File: config.mk
export PLATFORM = sky130hd
export DESIGN_NAME = serirq_dev_encoder
export DESIGN_NICKNAME = d
export VERILOG_FILES = /design/src/rtl/serirq_pkg.sv /design/src/rtl/serirq_slot_map.sv /design/src/rtl/serirq_frame_track.sv /design/src/rtl/serirq_drive.sv /design/src/rtl/serirq_dev_encoder.sv
export SDC_FILE = /design/constraint.sdc
export NUM_CORES = 1
export LEC_CHECK = 0
export BUFFER_PORTS_ARGS = -buffer_cell sky130_fd_sc_hd__buf_2
export CORE_MARGIN = 10
export CORE_UTILIZATION = 25
export DETAILED_ROUTE_END_ITERATION = 7
export PLACE_DENSITY = 0.43
export SLEW_MARGIN = 20
export SYNTH_ARGS = -nofsm -noshare
export SYNTH_HDL_FRONTEND = slang
export SYNTH_SLANG_ARGS = --single-unit
File: constraint.sdc
create_clock -name clk -period 2.7 [get_ports clk]
set_input_delay 0.405 -clock clk [delete_from_list [all_inputs] [get_ports clk]]
set_output_delay 0.405 -clock clk [all_outputs]
set_load 0.005 [all_outputs]
File: src/rtl/serirq_pkg.sv
// Shared types and protocol constants for the serial IRQ device encoder.
// Assumes a three-clock slot (sample, recovery, turnaround).
package serirq_pkg;
    typedef enum logic [1:0] {
        FR_IDLE = 2'd0,
        FR_DATA = 2'd1,
        FR_STOP = 2'd2
    } frame_st_t;

    localparam int unsigned SLOT_LEN = 3;
endpackage

File: src/rtl/serirq_slot_map.sv
// Converts per-source request/IRQ-number pairs into a one-hot-per-slot
// active mask. Assumes IRQ number 0 means disabled; bit 0 stays low.
module serirq_slot_map #(
    parameter int NUM_SRC = 15,
    parameter int IRQ_W   = 4,
    localparam int NUM_SLOTS = 1 << IRQ_W
) (
    input  logic [NUM_SRC-1:0]       src_req,
    input  logic [NUM_SRC*IRQ_W-1:0] src_irq,
    output logic [NUM_SLOTS-1:0]     act_mask
);
    logic [NUM_SLOTS-1:0] hot [NUM_SRC];

    for (genvar g = 0; g < NUM_SRC; g++) begin : g_src
        logic [IRQ_W-1:0] num;
        assign num = src_irq[g*IRQ_W +: IRQ_W];
        // per-source decode of its IRQ number into a slot bit
        always_comb begin
            hot[g] = '0;
            if (src_req[g] && num != '0) hot[g][num] = 1'b1;
        end
    end

    // merge all sources into one mask; equal numbers collapse to one bit
    always_comb begin
        act_mask = '0;
        for (int i = 0; i < NUM_SRC; i++) act_mask = act_mask | hot[i];
    end
endmodule

File: src/rtl/serirq_frame_track.sv
// Follows the shared line: counts low runs, recognises start frames,
// walks the slot/phase position during the data phase and decodes the
// stop frame length into the quiet/continuous mode flag.
// Assumes the host issues a stop frame after every data phase.
module serirq_frame_track
    import serirq_pkg::*;
#(
    parameter int IRQ_W     = 4,
    parameter int START_MIN = 4,
    parameter int START_MAX = 8,
    localparam int NUM_SLOTS = 1 << IRQ_W,
    localparam int RUN_W     = $clog2(START_MAX + 2)
) (
    input  logic             clk,
    input  logic             rst_n,
    input  logic             line_in,
    output frame_st_t        st,
    output logic [IRQ_W-1:0] sl,
    output logic [1:0]       ph,
    output logic [RUN_W-1:0] low_run,
    output logic             start_pulse,
    output logic             quiet_mode
);
    localparam logic [IRQ_W-1:0] LAST_SL = IRQ_W'(NUM_SLOTS - 1);
    localparam logic [1:0]       LAST_PH = 2'(SLOT_LEN - 1);

    // count consecutive low clocks, saturating
    always_ff @(posedge clk) begin
        if (!rst_n)              low_run <= '0;
        else if (line_in)        low_run <= '0;
        else if (low_run != '1)  low_run <= low_run + 1'b1;
    end

    assign start_pulse = (st == FR_IDLE) && line_in &&
                         (low_run >= RUN_W'(START_MIN)) &&
                         (low_run <= RUN_W'(START_MAX));

    // frame state, slot position and mode flag
    always_ff @(posedge clk) begin
        if (!rst_n) begin
            st         <= FR_IDLE;
            sl         <= '0;
            ph         <= '0;
            quiet_mode <= 1'b0;
        end else begin
            unique case (st)
                FR_IDLE: if (start_pulse) begin
                    st <= FR_DATA;
                    sl <= '0;
                    ph <= 2'd1;
                end
                FR_DATA: if (ph == LAST_PH) begin
                    ph <= '0;
                    if (sl == LAST_SL) st <= FR_STOP;
                    else               sl <= sl + 1'b1;
                end else begin
                    ph <= ph + 1'b1;
                end
                FR_STOP: if (line_in && low_run != '0) begin
                    st <= FR_IDLE;
                    if (low_run == RUN_W'(2))      quiet_mode <= 1'b1;
                    else if (low_run == RUN_W'(3)) quiet_mode <= 1'b0;
                end
                default: st <= FR_IDLE;
            endcase
        end
    end


    stop_quiet_chk: assert property (@(posedge clk) disable iff (!rst_n)
        (st == FR_STOP && line_in && low_run == RUN_W'(2)) |=> quiet_mode);

    stop_cont_chk: assert property (@(posedge clk) disable iff (!rst_n)
        (st == FR_STOP && line_in && low_run == RUN_W'(3)) |=> !quiet_mode);

    long_start_chk: assert property (@(posedge clk) disable iff (!rst_n)
        (st == FR_IDLE && line_in && low_run > RUN_W'(START_MAX)) |=> st == FR_IDLE);
endmodule

File: src/rtl/serirq_drive.sv
// Produces the registered open-drain enable: one low clock in the first
// clock of each captured active slot, plus the single-clock device start
// pulse in quiet mode. Assumes inputs from serirq_frame_track.
module serirq_drive
    import serirq_pkg::*;
#(
    parameter int IRQ_W = 4,
    parameter int RUN_W = 4,
    localparam int NUM_SLOTS = 1 << IRQ_W
) (
    input  logic                 clk,
    input  logic                 rst_n,
    input  logic [NUM_SLOTS-1:0] act_mask,
    input  frame_st_t            st,
    input  logic [IRQ_W-1:0]     sl,
    input  logic [1:0]           ph,
    input  logic [RUN_W-1:0]     low_run,
    input  logic                 start_pulse,
    input  logic                 quiet_mode,
    input  logic                 line_in,
    output logic                 oe
);
    localparam logic [IRQ_W-1:0] LAST_SL = IRQ_W'(NUM_SLOTS - 1);
    localparam logic [1:0]       LAST_PH = 2'(SLOT_LEN - 1);

    logic [NUM_SLOTS-1:0] mask_q, act_prev;
    logic                 quiet_req, new_req, slot_drive, init_drive;
    logic [IRQ_W-1:0]     next_sl;

    assign new_req    = |(act_mask & ~act_prev);
    assign next_sl    = sl + 1'b1;
    assign slot_drive = (st == FR_DATA) && (ph == LAST_PH) &&
                        (sl != LAST_SL) && mask_q[next_sl];
    assign init_drive = (st == FR_IDLE) && quiet_mode && quiet_req &&
                        line_in && (low_run == '0) && !oe;

    // capture the mask at frame start and remember last mask for edges
    always_ff @(posedge clk) begin
        if (!rst_n) begin
            mask_q   <= '0;
            act_prev <= '0;
        end else begin
            act_prev <= act_mask;
            if (start_pulse) mask_q <= act_mask;
        end
    end

    // pending device-start request, quiet mode only
    always_ff @(posedge clk) begin
        if (!rst_n)                        quiet_req <= 1'b0;
        else if (start_pulse || init_drive) quiet_req <= 1'b0;
        else if (quiet_mode && new_req)    quiet_req <= 1'b1;
    end

    // registered drive enable for the next clock
    always_ff @(posedge clk) begin
        if (!rst_n) oe <= 1'b0;
        else        oe <= slot_drive | init_drive;
    end


    slot_phase_chk: assert property (@(posedge clk) disable iff (!rst_n)
        (oe && st == FR_DATA) |-> (ph == 2'd0 && sl != '0));

    one_clk_start_chk: assert property (@(posedge clk) disable iff (!rst_n)
        (oe && st == FR_IDLE) |=> !oe);

    cont_silent_chk: assert property (@(posedge clk) disable iff (!rst_n)
        (st != FR_DATA && !quiet_mode) |-> !oe);

    stop_silent_chk: assert property (@(posedge clk) disable iff (!rst_n)
        (st == FR_STOP) |-> !oe);
endmodule

File: src/rtl/serirq_dev_encoder.sv
// Top of the device-side serial IRQ encoder: slot map, line tracker and
// drive stage. Assumes serirq_in is synchronous to clk.
module serirq_dev_encoder
    import serirq_pkg::*;
#(
    parameter int NUM_SRC   = 15,
    parameter int IRQ_W     = 4,
    parameter int START_MIN = 4,
    parameter int START_MAX = 8
) (
    input  logic                     clk,
    input  logic                     rst_n,
    input  logic [NUM_SRC-1:0]       src_req,
    input  logic [NUM_SRC*IRQ_W-1:0] src_irq,
    input  logic                     serirq_in,
    output logic                     serirq_oe
);
    localparam int NUM_SLOTS = 1 << IRQ_W;
    localparam int RUN_W     = $clog2(START_MAX + 2);

    logic [NUM_SLOTS-1:0] act_mask;
    frame_st_t            st;
    logic [IRQ_W-1:0]     sl;
    logic [1:0]           ph;
    logic [RUN_W-1:0]     low_run;
    logic                 start_pulse, quiet_mode;

    serirq_slot_map #(.NUM_SRC(NUM_SRC), .IRQ_W(IRQ_W)) u_map (
        .src_req (src_req),
        .src_irq (src_irq),
        .act_mask(act_mask)
    );

    serirq_frame_track #(.IRQ_W(IRQ_W), .START_MIN(START_MIN),
                         .START_MAX(START_MAX)) u_track (
        .clk        (clk),
        .rst_n      (rst_n),
        .line_in    (serirq_in),
        .st         (st),
        .sl         (sl),
        .ph         (ph),
        .low_run    (low_run),
        .start_pulse(start_pulse),
        .quiet_mode (quiet_mode)
    );

    serirq_drive #(.IRQ_W(IRQ_W), .RUN_W(RUN_W)) u_drv (
        .clk        (clk),
        .rst_n      (rst_n),
        .act_mask   (act_mask),
        .st         (st),
        .sl         (sl),
        .ph         (ph),
        .low_run    (low_run),
        .start_pulse(start_pulse),
        .quiet_mode (quiet_mode),
        .line_in    (serirq_in),
        .oe         (serirq_oe)
    );
endmodule

Word-level counts from Yosys, hierarchy flattened

Cells that the tools add are included.

Add/sub/neg operators: 3
Multiply operators: 0
Divide/modulo/power cells: 0
$lt $le $gt $ge: 33
Equality and inequality tests: 13
Shift operators: 0
Muxes and demuxes: 60
Bitwise logic cells: 18
Reductions and logical operators: 72

Operators by type and width:

| operator                                                                             | number |
|---|---|
| 16-bit two-way mux                                                                   | 15 |
| 16-bit OR                                                                            | 14 |
| 4-bit by 5-bit < comparator with 1-bit output (second input constant)                | 16 |
| 4-bit nonzero test                                                                   | 16 |
| 1-bit demux with 4-bit select                                                        | 15 |
| 4-bit by 1-bit greater-or-equal comparator with 1-bit output (second input constant) | 15 |
| 1-bit logical AND                                                                    | 43 |
| 1-bit two-way mux                                                                    | 18 |
| 16-bit AND                                                                           | 1 |
| 16-bit inverter                                                                      | 1 |
| 16-bit OR reduction                                                                  | 1 |
| 4-bit two-way mux                                                                    | 3 |
| 2-bit two-way mux                                                                    | 5 |
| 4-bit by 1-bit adder with 4-bit output (second input constant)                       | 2 |
| 4-bit by 2-bit == test with 1-bit output (second input constant)                     | 2 |
| 4-bit != test (second input constant)                                                | 2 |
| 4-bit case mux with 2 select lines                                                   | 1 |
| 4-bit AND reduction                                                                  | 2 |
| 2-bit != test (second input constant)                                                | 3 |
| 2-bit case mux with 3 select lines                                                   | 1 |
| 1-bit binary-select mux with 4-bit select                                            | 1 |
| 2-bit == test (second input constant)                                                | 2 |
| 4-bit == test (second input constant)                                                | 1 |
| 4-bit by 3-bit greater-or-equal comparator with 1-bit output (second input constant) | 1 |
| 15 further kinds                                                                     | 18 |

Register bits: 47
Latch bits: 0
Memory bits (writable): 0
Bits in read-only memories: 0
Bits of input ports: 78
Output and inout port bits: 1
Logic and storage cells: 208
Memories kept: 0

Longest topological paths before layout

Gate-level depths: netlist of run 1.

Word-level depth: 22
Gate-level depth with buffers: 9
Mapped depth without buffers: 9

Hierarchy

Synthesis of run 1 repeated with hierarchy kept, for this count alone.

Cell total of the unflattened synthesis: 500
Area total of the unflattened synthesis: 3,915.0 um2

By module, submodules not included:

| module             | times used | cells an instance | area each (um2) |
|---|---|---|---|
| serirq_slot_map    | 1          | 288               | 1,761.7 |
| serirq_drive       | 1          | 136               | 1,455.1 |
| serirq_frame_track | 1          | 76                | 698.2 |

Worst setup path after synthesis of run 1

Ideal clock, no wire load.

Path type: input port to flip-flop
Start point: input src_req[5]
End point: register u_drv.quiet_req
Setup time: 0.122 ns
Arrival: 1.945 ns
Slack: 0.633 ns
Cell stages on the path: 7
Cells stage by stage: or3b_2 -> o22ai_1 -> or4_4 -> nor4_2 -> o22ai_1 -> nor4b_2 -> a21oi_1

Longest elaborated chain between the ends: 15

Ends and longest elaborated chain:

| item                    | RTL line                 | text |
|---|---|---|
| start: declaration      | serirq_dev_encoder.sv:13 | `input logic [NUM_SRC-1:0] src_req,` |
| 1-bit logical AND       | serirq_slot_map.sv:20    | `if (src_req[g] && num != '0) hot[g][num] = 1'b1;` |
| 16-bit two-way mux      | serirq_slot_map.sv:20    |  |
| 16-bit OR (10 in a row) | serirq_slot_map.sv:27    | `for (int i = 0; i < NUM_SRC; i++) act_mask = act_mask \| hot[i];` |
| 16-bit AND              | serirq_drive.sv:30       | `assign new_req = \|(act_mask & ~act_prev);` |
| 16-bit OR reduction     | serirq_drive.sv:30       |  |
| 1-bit logical AND       | serirq_drive.sv:52       | `else if (quiet_mode && new_req) quiet_req <= 1'b1;` |
| end signal: assignment  | serirq_drive.sv:50       | `if (!rst_n) quiet_req <= 1'b0;` |
| end signal: assignment  | serirq_drive.sv:51       | `else if (start_pulse \|\| init_drive) quiet_req <= 1'b0;` |
| end signal: assignment  | serirq_drive.sv:52       |  |
| end: declaration        | serirq_drive.sv:27       | `logic quiet_req, new_req, slot_drive, init_drive;` |

Every way passes these cells.
A chain may end at the register's enable or synchronous reset.

Worst setup path after layout of run 1

Ends and elaborated chain as after synthesis.

==> impl_metrics.sql, run 1 <==
INSERT INTO impl_metrics (metric_group, metric, value, unit) VALUES
('run_status', 'run_status', 'finished, final reports clean', ''),
('sta', 'setup_repair_after_global_routing_missed_its_margin', 'false', ''),
('synthesis', 'synth_warnings', '0', ''),
('route', 'routed_via_count', '4725', ''),
('die', 'placement_rows', '44', ''),
('grt', 'number_of_global_route_vias_before_repair', '4854', ''),
('clock_network', 'htree_levels', '2', ''),
('sta', 'fin_worst_skew', '0.0104', 'ns'),
('synthesis', 'dominantRegCellSynth', 'sky130_fd_sc_hd__dfxtp_1', ''),
('clock_network', 'insertion_delay_of_the_later_clocked_pin_in_the_worst_skew_pair', '0.29', 'ns'),
('synthesis', 'synthCells', '471', ''),
('route', 'antenna_violating_nets_post_route', '0', ''),
('synthesis', 'ys_seq_area_share', '25.2', '%'),
('die', 'die-area', '19900', 'µm²'),
('synthesis', 'syn-cell-area', '3660', 'µm²'),
('critical_path', 'timing.critical_path.required', '2.87', 'ns'),
('route', 'drt_first_iter_violations', '366', ''),
('sta', 'whs', '0.386', 'ns'),
('route', 'drc', '0', ''),
('critical_path', 'setup.worst_path.start_class', 'input port', ''),
('hold_path', 'holdCritPathClass', 'input port to flop', ''),
('cells_and_area', 'diodes', '0', ''),
('synthesis', 'yosys.cell_types.count', '49', ''),
('grt', 'antenna_found_initial', '0', ''),
('die', 'core_region_area', '14400', 'µm²'),
('clock_network', 'cts.sink_count', '46', ''),
('pwr', 'total_leakage_power', '1.76', 'nW'),
('clock_network', 'tritoncts', 'done', ''),
('sta', 'slew_headroom', '32.7', '%'),
('placement', 'post-dp-hpwl', '17500', 'µm'),
('synthesis', 'yosys-top-cells-area', 'sky130_fd_sc_hd__dfxtp_1, sky130_fd_sc_hd__o22ai_1, sky130_fd_sc_hd__nand3b_1', ''),
('sta', 'slew_at_the_pin_closest_to_its_max_slew_limit', '1.01', 'ns'),
('grt', 'grt_first_pass_wirelength', '30300', 'µm'),
('sta', 'hold_violations', '0', ''),
('critical_path', 'cell_with_the_largest_stage_delay_on_the_worst_path', 'sky130_fd_sc_hd__nor4_2', ''),
('clock_network', 'numCtsBuffers', '5', ''),
('clock_network', 'cts_root_buffer', 'sky130_fd_sc_hd__clkbuf_16', ''),
('cells_and_area', 'multi_input_area', '2680', 'µm²'),
('sta', 'finalCritPeriodShare', '89.0', '%'),
('placement', 'dpl_cell_area', '4690', 'µm²'),
('grt', 'global_route.usage.total', '19.9', '%'),
('sta', 'finalMaxSlewViolations', '0', ''),
('pwr', 'sw_frac_of_total', '32.5', '%'),
('synthesis', 'synth-edff-count', '0', ''),
('die', 'width_of_the_die', '141', 'µm'),
('clock_network', 'cts.repair.resized', '0', ''),
('critical_path', 'crit_path_max_incr_delay', '0.60', 'ns'),
('grt', 'globalRoute.totalOverflow', '0', ''),
('pwr', 'total_chip_power', '1.92', 'mW'),
('cells_and_area', 'filler_cell_count', '1613', ''),
('critical_path', 'criticalPathCategory', 'input port to flop', ''),
('pwr', 'clock_power_share', '31.9', '%'),
('clock_network', 'hold_bufs_inserted_after_cts', '0', ''),
('pwr', 'netSwitchingPower', '0.624', 'mW'),
('critical_path', 'most_frequent_cell_on_the_critical_path', 'sky130_fd_sc_hd__o22ai_1', ''),
('sta', 'final-setup-viol-count', '0', ''),
('critical_path', 'crit_path_end_kind', 'flop', ''),
('synthesis', 'post_synth.cell_area_avg', '7.76', 'µm²'),
('placement', 'finalWeightedCongestion', '0.946', ''),
('die', 'initial_core_util', '25.4', '%'),
('placement', 'portBuffers', '78', ''),
('flow_run', 'max_cap_violations', '0', ''),
('clock_network', 'cts.clk_slew.worst_paths', '0.07', 'ns'),
('route', 'avgViaCountPerCell', '5.97', ''),
('die', 'design.portCount', '79', ''),
('pwr', 'comb_power_share', '31.0', '%'),
('clock_network', 'cts.repair_timing.setup_buffer_count', '0', ''),
('cells_and_area', 'post-route-cell-area', '4830', 'µm²'),
('cells_and_area', 'finish.net_count', '689', ''),
('die', 'die_h', '141', 'µm'),
('pwr', 'power_report.internal_total', '1.29', 'mW');
Yosys cell counts (all sizes together), types with 2 or more instances:
cell,instances
clkbuf,5
o22ai,96
or2,12
or4,8
or3b,15
ha,4
o21ai,7
xnor2,2
a31oi,4
a21oi,23
inv,7
nor2,53
o22a,3
nand2b,22
nand3b,32
nor4,22
a311oi,7
dfxtp,46
a211oi,7
or2b,13
o32ai,6
o21bai,2
buf,2
nand2,24
nand3,21
mux4,5
nor3,5
nor2b,2
power by group through the flow:
| stage | clock network [mW] | registers [mW] | logic, mW |
|---|---|---|---|
| 2_1_floorplan | 0 | 0.724 | 0.264 |
| 3_3_place_gp | 0 | 0.727 | 0.594 |
| 3_5_place_dp | 0 | 0.727 | 0.582 |
| 4_1_cts | 0.638 | 0.712 | 0.584 |
| 5_1_grt | 0.660 | 0.713 | 0.632 |
| 6_report | 0.611 | 0.712 | 0.593 |
area by class of cell:
cell class                 instances  area share [%]
multi-input combinational        411            55.6
sequential                        46            19.1
timing repair buffer             136            17.1
tap                              184            4.77
clock buffer                       5            2.59
inverter                           7           0.544
clock inverter                     3           0.389
metrics by stage:
step,instances,setup slack (ns)
3_5_place_dp,784,0.0354
4_1_cts,792,0.346
3_3_place_gp,784,0.0222
5_1_grt,792,0.133
2_1_floorplan,471,0.633
6_report,792,0.297
cell families (layout without fill, tap and decap cells):
family	after synthesis	after routing	synth area share, %
DFF	46	46	25.2
buffers and inverters	14	151	1.44
xor gates and xnor gates	3	3	0.719
adders and majority gates	4	4	1.37
muxes	7	7	3.66
and+or+nand+nor	236	236	39.2
AOI/OAI and AO/OA	161	161	28.4
registers in the layout (all words and copies together) (netlist names):
| signal | flops |
|---|---|
| u_drv.mask_q | 16 |
| u_drv.act_prev | 15 |
| u_track.low_run | 4 |
| u_track.sl | 4 |
| u_track.ph | 2 |
| u_track.st | 2 |
| u_drv.oe | 1 |
| u_drv.quiet_req | 1 |
| u_track.quiet_mode | 1 |
routing by layer:
metal	GRT usage, %	routed length, µm	vias to the layer above
li1	-	-	2158
met1	25.3	8660	2256
met2	31.3	8960	265
met3	6.01	2030	46
met4	6.85	682	0
met5	0	0	-
final timing paths:
check / startpoint / endpoint / slack (ns) / cells past startpoint
hold / removal: rst_n / u_track.ph[0] / 0.39 / 2
hold reg to reg: u_drv.mask_q[5] / u_drv.mask_q[5] / 0.50 / 2
setup reg to reg: u_track.low_run[0] / u_drv.mask_q[7] / 0.47 / 7
setup / recovery: src_req[5] / u_drv.quiet_req / 0.30 / 8
cells in the final DEF (no fill, tap or decap), types with 3 or more instances in the layout:
| cell type | instances |
|---|---|
| sky130_fd_sc_hd__a31oi_1 | 4 |
| sky130_fd_sc_hd__clkbuf_16 | 5 |
| sky130_fd_sc_hd__nand3_1 | 21 |
| sky130_fd_sc_hd__or2_2 | 12 |
| sky130_fd_sc_hd__or3b_2 | 14 |
| sky130_fd_sc_hd__a211oi_1 | 7 |
| sky130_fd_sc_hd__nor4_1 | 18 |
| sky130_fd_sc_hd__buf_4 | 58 |
| sky130_fd_sc_hd__o22ai_1 | 96 |
| sky130_fd_sc_hd__a21oi_1 | 23 |
| sky130_fd_sc_hd__nor2_1 | 53 |
| sky130_fd_sc_hd__nand3b_1 | 32 |
| sky130_fd_sc_hd__mux4_2 | 5 |
| sky130_fd_sc_hd__nor3_1 | 5 |
| sky130_fd_sc_hd__dfxtp_1 | 46 |
| sky130_fd_sc_hd__or2b_1 | 3 |
| sky130_fd_sc_hd__nand2_1 | 24 |
| sky130_fd_sc_hd__or4_1 | 6 |
| sky130_fd_sc_hd__o22a_1 | 3 |
| sky130_fd_sc_hd__or2b_2 | 10 |
| sky130_fd_sc_hd__buf_2 | 78 |
| sky130_fd_sc_hd__inv_1 | 7 |
| sky130_fd_sc_hd__ha_1 | 4 |
| sky130_fd_sc_hd__a311oi_1 | 7 |
| sky130_fd_sc_hd__o21ai_0 | 7 |
| sky130_fd_sc_hd__nand2b_1 | 22 |
| sky130_fd_sc_hd__o32ai_1 | 6 |
Power figures use the tool's default switching activity.
==> run 2, diff against run 1 <==
--- a/config.mk
+++ b/config.mk
@@ -5,7 +5,7 @@
 export SDC_FILE = /design/constraint.sdc
 export NUM_CORES = 1
 export LEC_CHECK = 0
-export BUFFER_PORTS_ARGS = -buffer_cell sky130_fd_sc_hd__buf_2
+export BUFFER_PORTS_ARGS = -buffer_cell sky130_fd_sc_hd__buf_4
 export CORE_MARGIN = 10
 export CORE_UTILIZATION = 25
 export DETAILED_ROUTE_END_ITERATION = 7
@@ -13,4 +13,5 @@
 export SLEW_MARGIN = 20
 export SYNTH_ARGS = -nofsm -noshare
 export SYNTH_HDL_FRONTEND = slang
+export SYNTH_HIERARCHICAL = 1
 export SYNTH_SLANG_ARGS = --single-unit
==> run 2 against run 1 <==
Utilization is 5.2 points higher. Synthesized cell count is 6.2% higher. Clock power hardly changed. Via count is 8.5% higher. Register-to-register slack better by 0.02 ns. Global-route usage hardly changed.
==> impl_metrics.sql, run 2 <==
INSERT INTO impl_metrics (metric_group, metric, value, unit) VALUES
('route', 'drt_first_iter_violations', '352', ''),
('critical_path', 'timing.critical_path.required', '2.83', 'ns'),
('synthesis', 'syn-cell-area', '3920', 'µm²'),
('grt', 'number_of_global_route_vias_before_repair', '5159', ''),
('critical_path', 'crit_path_end_kind', 'flop', ''),
('sta', 'hold_violations', '0', ''),
('synthesis', 'synth-edff-count', '0', ''),
('synthesis', 'synth_compound_gate_area_share', '20.8', '%'),
('clock_network', 'cts.clk_slew.worst_paths', '0.06', 'ns'),
('route', 'routed_wire_length_per_instance', '24.1', 'µm'),
('sta', 'whs', '0.486', 'ns'),
('pwr', 'total_leakage_power', '2.32', 'nW'),
('clock_network', 'tritoncts', 'done', ''),
('clock_network', 'cts.sink_count', '47', ''),
('route', 'antenna_violating_nets_post_route', '0', ''),
('clock_network', 'insertion_delay_of_the_later_clocked_pin_in_the_worst_skew_pair', '0.29', 'ns'),
('die', 'width_of_the_die', '145', 'µm'),
('sta', 'finalMaxSlewViolations', '0', ''),
('route', 'drt-total-wl', '22300', 'µm'),
('pwr', 'power_density', '348', 'nW/µm²'),
('sta', 'slew_headroom', '38.5', '%'),
('clock_network', 'hold_bufs_inserted_after_cts', '0', ''),
('sta', 'setup_repair_after_global_routing_missed_its_margin', 'false', ''),
('synthesis', 'ys_seq_area_share', '24.0', '%'),
('route', 'firstDrtPassIters', '5', ''),
('die', 'placement_rows', '45', ''),
('clock_network', 'cts_buffer_depth', '2', ''),
('pwr', 'clock_power_share', '29.7', '%'),
('pwr', 'power_report.internal_total', '1.43', 'mW'),
('critical_path', 'arrival', '2.64', 'ns'),
('synthesis', 'synth_fa_ha_area_share', '1.60', '%'),
('placement', 'portBuffers', '78', ''),
('cells_and_area', 'most_frequent_cells_in_the_layout', 'sky130_fd_sc_hd__buf_4, sky130_fd_sc_hd__o22ai_1, sky130_fd_sc_hd__dfxtp_1', ''),
('sta', 'slew_at_the_pin_closest_to_its_max_slew_limit', '0.922', 'ns'),
('synthesis', 'postSynth.asyncResetShare', '0', '%'),
('synthesis', 'synth-simple-area-share', '43.8', '%'),
('grt', 'global_route.usage.total', '19.9', '%'),
('critical_path', 'setup.worst_path.start_class', 'input port', ''),
('sta', 'fin_worst_skew', '0.00580', 'ns'),
('sta', 'final-setup-viol-count', '0', ''),
('grt', 'globalRoute.totalOverflow', '0', ''),
('grt', 'grt_first_pass_wirelength', '32400', 'µm'),
('grt', 'antenna_found_initial', '0', ''),
('cells_and_area', 'reg_top3', 'u_drv/act_prev (16), u_drv/mask_q (16)', ''),
('synthesis', 'yosys-top-cells-area', 'sky130_fd_sc_hd__dfxtp_1, sky130_fd_sc_hd__o22ai_1, sky130_fd_sc_hd__nand3b_1', ''),
('clock_network', 'cts.repair_timing.setup_buffer_count', '0', ''),
('placement', 'post-dp-hpwl', '19100', 'µm'),
('critical_path', 'r2r_worst_path_depth', '8', ''),
('synthesis', 'synthCells', '500', ''),
('sta', 'fmaxAchievable', '398', 'MHz'),
('clock_network', 'cts_root_buffer', 'sky130_fd_sc_hd__clkbuf_16', ''),
('run_status', 'run_status', 'finished, final reports clean', ''),
('synthesis', 'synth.net_count', '583', ''),
('critical_path', 'criticalPathCategory', 'input port to flop', ''),
('cells_and_area', 'area_delta_synth_final', '50.9', '%'),
('synthesis', 'synth.most_common_cell', 'sky130_fd_sc_hd__o22ai_1', ''),
('cells_and_area', 'diodes', '0', ''),
('route', 'routed_via_count', '5126', ''),
('hold_path', 'holdCritPathClass', 'input port to flop', ''),
('clock_network', 'htree_levels', '2', ''),
('synthesis', 'synth_top_cell_area_share', '24.0', '%'),
('grt', 'maximum_number_of_pins_on_one_net_before_global_route_repair', '48', ''),
('route', 'avgViaCountPerCell', '5.54', ''),
('die', 'initial_core_util', '25.7', '%'),
('synthesis', 'dominant_combinational_cell_family_by_area_after_synthesis', 'simple AND/OR/NAND/NOR gates', ''),
('synthesis', 'yosys.cell_types.count', '53', ''),
('synthesis', 'dominantRegCellSynth', 'sky130_fd_sc_hd__dfxtp_1', ''),
('cells_and_area', 'finish.net_count', '797', ''),
('critical_path', 'path_max_fanout', '4', ''),
('clock_network', 'numCtsBuffers', '5', ''),
('sta', 'finalSetupTns', '0', 'ns'),
('placement', 'finalWeightedCongestion', '0.940', ''),
('synthesis', 'synth_warnings', '6', ''),
('die', 'design.portCount', '79', ''),
('pwr', 'sw_frac_of_total', '30.5', '%'),
('cells_and_area', 'fraction_of_layout_instances_using_a_drive_strength_above_1', '33.1', '%'),
('synthesis', 'synth_area_in_xor_xnor', '0.863', '%'),
('flow_run', 'max_cap_violations', '0', ''),
('route', 'drc', '0', ''),
('synthesis', 'flops_latches_synth', '47', ''),
('pwr', 'netSwitchingPower', '0.626', 'mW'),
('pwr', 'ir_drop', '266', 'µV'),
('die', 'die-area', '21100', 'µm²'),
('synthesis', 'post_synth.cell_area_avg', '7.83', 'µm²'),
('die', 'core_region_area', '15300', 'µm²'),
('synthesis', 'synthDominantAreaCellType', 'sky130_fd_sc_hd__dfxtp_1', ''),
('synthesis', 'multiplexer_share_of_the_synthesized_area', '6.97', '%'),
('die', 'die_h', '145', 'µm'),
('pwr', 'comb_power_share', '34.8', '%'),
('sta', 'finalCritPeriodShare', '93.1', '%'),
('pwr', 'sequentialPowerShare', '35.4', '%'),
('synthesis', 'most_common_library_cells_after_synthesis', 'sky130_fd_sc_hd__o22ai_1, sky130_fd_sc_hd__dfxtp_1, sky130_fd_sc_hd__nor4_1, sky130_fd_sc_hd__nand3b_1', ''),
('hold_path', 'timing.hold.worst_path_depth', '3', ''),
('cells_and_area', 'layout.cells.most_common', 'sky130_fd_sc_hd__buf_4', ''),
('sta', 'finalCriticalPeriod', '2.51', 'ns');
run 2: path summary, 6_finish.rpt:
check             slack [ns]                to          startpoint
setup / recovery        0.19   u_drv/quiet_req         src_irq[15]
setup reg to reg        0.49  u_drv/mask_q[13]  u_track/low_run[0]
hold / removal          0.49     u_track/st[1]           serirq_in
hold reg to reg         0.52     u_track/ph[1]       u_track/ph[0]
run 2: final cells by class:
cell class	instances	area, µm²
fill	1593	9350
multi-input combinational	437	2910
timing repair buffer	215	1610
sequential	47	941
tap	211	264
clock buffer	6	139
inverter	8	30.0
clock inverter	1	5.00
run 2: power groups by stage:
stage	Combinational (mW)	Clock, mW	Sequential (mW)
after floorplan	0.240	0	0.740
after global placement	0.710	0	0.743
after detailed placement	0.703	0	0.743
after CTS	0.705	0.635	0.728
after global routing	0.758	0.660	0.729
final	0.715	0.610	0.728
run 2: cell families after synthesis:
logic type	count (synthesis)
compound gates	121
xor+xnor	3
fa+ha+maj	5
buf+inv	16
flops	47
mux	24
other cells	1
simple gates	283
run 2: stage by stage:
step | cell area (µm²) | std cells | setup WS, ns | power (mW) | utilization, %
floorplan | 3920 | 500 | 0.535 | 0.981 | -
global placement | 5750 | 918 | -0.296 | 1.45 | 37.7
detailed placement | 5750 | 918 | -0.206 | 1.45 | 37.7
CTS | 5890 | 925 | 0.0963 | 2.07 | 38.6
global route | 5910 | 925 | 0.0321 | 2.15 | 38.7
finish | 5910 | 925 | 0.188 | 2.05 | 38.7
run 2: metal layers:
layer  global-route usage [%]  up-vias  wire length [µm]  share of wire (%)
li1                         -     2397                 -                  -
met1                     21.8     2433              8800                 40
met2                     36.8      229             11400                 51
met3                     2.30       67               964                4.3
met4                     10.1        0              1100                4.9
met5                        0        -                 0                  0
run 2: worst max-delay path, stage by stage:
cell	delay, ns
sky130_fd_sc_hd__buf_4	0.12
sky130_fd_sc_hd__nand3b_1	0.24
sky130_fd_sc_hd__nor3_1	0.10
sky130_fd_sc_hd__nor4_2	0.45
sky130_fd_sc_hd__nand4_1	0.30
sky130_fd_sc_hd__nor2b_1	0.21
sky130_fd_sc_hd__a2111oi_0	0.34
sky130_fd_sc_hd__buf_4	0.17
sky130_fd_sc_hd__nand4_1	0.08
sky130_fd_sc_hd__a21oi_1	0.16
sky130_fd_sc_hd__nor4b_1	0.07
run 2: repair_timing:
| action | CTS | global route |
|---|---|---|
| gates resized for setup | 0 | 2 |
| endpoints found under the hold margin | 0 | 0 |
| setup endpoints to repair | 0 | 1 |
==> run 3, diff against run 2 <==
--- a/config.mk
+++ b/config.mk
@@ -9,6 +9,7 @@
 export CORE_MARGIN = 10
 export CORE_UTILIZATION = 25
 export DETAILED_ROUTE_END_ITERATION = 7
+export MAX_ROUTING_LAYER = met4
 export PLACE_DENSITY = 0.43
 export SLEW_MARGIN = 20
 export SYNTH_ARGS = -nofsm -noshare
==> run 3 against run 2 <==
Power fell by 0.46%. Via count fell by 0.62%. First-iteration DRC count fell by 7.7%. Clock power fell by 2%. Highest routed layer unchanged. Critical endpoint unchanged. Non-clock buffer count fell by 12. Cell count fell by 1.2%. Flip-flop and latch count did not move. Wire length rose by 0.82%.
==> impl_metrics.sql, run 3 (same netlist as run 2, synthesis figures left out) <==
INSERT INTO impl_metrics (metric_group, metric, value, unit) VALUES
('sta', 'setup_repair_after_global_routing_missed_its_margin', 'false', ''),
('sta', 'final-setup-viol-count', '0', ''),
('route', 'avgViaCountPerCell', '5.57', ''),
('placement', 'finalWeightedCongestion', '0.975', ''),
('sta', 'slew_at_the_pin_closest_to_its_max_slew_limit', '0.882', 'ns'),
('flow_run', 'max_cap_violations', '0', ''),
('critical_path', 'timing.critical_path.required', '2.83', 'ns'),
('cells_and_area', 'most_frequent_cells_in_the_layout', 'sky130_fd_sc_hd__buf_4, sky130_fd_sc_hd__o22ai_1, sky130_fd_sc_hd__dfxtp_1', ''),
('die', 'die_h', '145', 'µm'),
('grt', 'number_of_global_route_vias_before_repair', '5230', ''),
('clock_network', 'cts_buffer_depth', '2', ''),
('sta', 'fin_worst_skew', '0.00284', 'ns'),
('cells_and_area', 'finish.net_count', '785', ''),
('cells_and_area', 'final_core_util', '38.2', '%'),
('cells_and_area', 'reg_top3', 'u_drv/act_prev (16), u_drv/mask_q (16)', ''),
('cells_and_area', 'multi_input_area', '2930', 'µm²'),
('route', 'antenna_violating_nets_post_route', '0', ''),
('route', 'routed_wire_length_per_instance', '24.5', 'µm'),
('die', 'die-area', '21100', 'µm²'),
('critical_path', 'arrival', '2.74', 'ns'),
('placement', 'portBuffers', '78', ''),
('critical_path', 'endpoint_of_the_most_critical_register_to_register_path', 'u_drv/mask_q[4]', ''),
('die', 'core_region_area', '15300', 'µm²'),
('sta', 'slew_headroom', '41.2', '%'),
('sta', 'whs', '0.479', 'ns'),
('die', 'placement_rows', '45', ''),
('route', 'drt-total-wl', '22400', 'µm'),
('die', 'design.portCount', '79', ''),
('pwr', 'power_density', '351', 'nW/µm²'),
('clock_network', 'numCtsBuffers', '5', ''),
('critical_path', 'setup.worst_path.start_class', 'input port', ''),
('route', 'detail_route_met3_wl', '1020', 'µm'),
('route', 'drc', '0', ''),
('route', 'route.met2.wl', '11400', 'µm'),
('route', 'met1Wirelength', '8820', 'µm'),
('clock_network', 'cts_root_buffer', 'sky130_fd_sc_hd__clkbuf_16', ''),
('pwr', 'ir_drop', '271', 'µV'),
('placement', 'post-dp-hpwl', '19200', 'µm'),
('cells_and_area', 'register_area', '941', 'µm²'),
('route', 'routed_via_count', '5094', ''),
('cells_and_area', 'layout.cells.most_common', 'sky130_fd_sc_hd__buf_4', ''),
('clock_network', 'cts.clk_slew.worst_paths', '0.06', 'ns'),
('clock_network', 'htree_levels', '2', ''),
('grt', 'antenna_found_initial', '0', ''),
('critical_path', 'timing.critical_path.from', 'src_irq[32]', ''),
('sta', 'finalCritPeriodShare', '96.7', '%'),
('pwr', 'total_leakage_power', '2.26', 'nW'),
('cells_and_area', 'fraction_of_layout_instances_using_a_drive_strength_above_1', '32.0', '%'),
('route', 'top_signal_layer_used', 'met4', ''),
('grt', 'global_route.usage.total', '20.7', '%'),
('route', 'firstDrtPassIters', '5', ''),
('sta', 'finalCriticalPeriod', '2.61', 'ns'),
('cells_and_area', 'diodes', '0', ''),
('route', 'drt_first_iter_violations', '325', ''),
('critical_path', 'timing.reg2reg.setup_slack', '0.50', 'ns'),
('die', 'initial_core_util', '25.7', '%'),
('cells_and_area', 'area_delta_synth_final', '48.8', '%'),
('clock_network', 'cts.sink_count', '47', ''),
('critical_path', 'crit_path_end_kind', 'flop', ''),
('critical_path', 'cp_endpoint', 'u_drv/quiet_req', ''),
('clock_network', 'insertion_delay_of_the_later_clocked_pin_in_the_worst_skew_pair', '0.29', 'ns'),
('run_status', 'run_status', 'finished, final reports clean', ''),
('grt', 'grt_first_pass_wirelength', '32700', 'µm'),
('grt', 'maximum_number_of_pins_on_one_net_before_global_route_repair', '48', ''),
('sta', 'hold_violations', '0', ''),
('clock_network', 'tritoncts', 'done', ''),
('grt', 'globalRoute.totalOverflow', '0', ''),
('sta', 'finalSetupTns', '0', 'ns'),
('critical_path', 'r2r_worst_path_depth', '8', ''),
('critical_path', 'path_max_fanout', '6', ''),
('critical_path', 'r2r_start', 'u_track/low_run[0]', ''),
('die', 'width_of_the_die', '145', 'µm'),
('hold_path', 'holdCritPathClass', 'input port to flop', ''),
('critical_path', 'criticalPathCategory', 'input port to flop', ''),
('cells_and_area', 'filler_cell_count', '1622', ''),
('sta', 'finalMaxSlewViolations', '0', ''),
('sta', 'fmaxAchievable', '383', 'MHz');
run 3: cell count changes in the layout (fill, tap and decap cells not counted), sizes merged:
cell,before,now
buf,215,203
clkbuf,6,7
run 3: stage by stage:
step / setup slack [ns] / total power, mW / cells / cell area (µm²)
finish: 0.0890 / 2.04 / 914 / 5820
global route: 0.0448 / 2.13 / 914 / 5820
CTS: 0.0125 / 2.04 / 914 / 5800
detailed placement: -0.293 / 1.44 / 906 / 5660
global placement: -0.401 / 1.44 / 906 / 5660
floorplan: 0.535 / 0.981 / 500 / 3920
run 3: what timing repair did:
action / in CTS / in global routing
gates resized for setup: 0 / 7
hold buffers: 0 / 0
endpoints found under the setup margin: 0 / 1
setup buffers: 0 / 0
run 3: cell type report:
type / instances / share of cell area, %
multi-input combinational: 437 / 50.3
timing repair buffer: 203 / 26.2
sequential: 47 / 16.2
tap: 211 / 4.53
clock buffer: 7 / 2.28
inverter: 8 / 0.516
clock inverter: 1 / 0.0859
run 3: how the worst min path moves through the flow:
stage / startpoint / cells after the start / endpoint
2_1_floorplan: u_drv/mask_q[10] / 2 / u_drv/mask_q[10]
3_3_place_gp: u_track/ph[0] / 2 / u_track/ph[1]
3_5_place_dp: u_drv/mask_q[8] / 2 / u_drv/mask_q[8]
4_1_cts: serirq_in / 3 / u_track/st[1]
5_1_grt: serirq_in / 3 / u_track/st[1]
6_report: serirq_in / 3 / u_track/st[1]
run 3: per-layer routing:
metal | up-vias | track usage [%]
li1 | 2378 | -
met1 | 2453 | 21.8
met2 | 205 | 36.7
met3 | 58 | 2.70
met4 | 0 | 11.3
met5 | - | -
run 3: worst max-delay path, cell delays in order:
cell,delay (ns)
sky130_fd_sc_hd__buf_4,0.14
sky130_fd_sc_hd__nand2b_1,0.27
sky130_fd_sc_hd__o22ai_1,0.22
sky130_fd_sc_hd__nor4_1,0.45
sky130_fd_sc_hd__nand2_1,0.17
sky130_fd_sc_hd__nor2b_1,0.17
sky130_fd_sc_hd__a2111oi_0,0.38
sky130_fd_sc_hd__buf_4,0.18
sky130_fd_sc_hd__nand4_1,0.08
sky130_fd_sc_hd__a21oi_1,0.19
sky130_fd_sc_hd__nor4b_1,0.07
run 3: power breakdown:
group	leakage (nW)	switching (mW)	internal, mW
combinational	1.81	0.374	0.342
sequential	0.382	0.00886	0.719
clock	0.0679	0.257	0.343
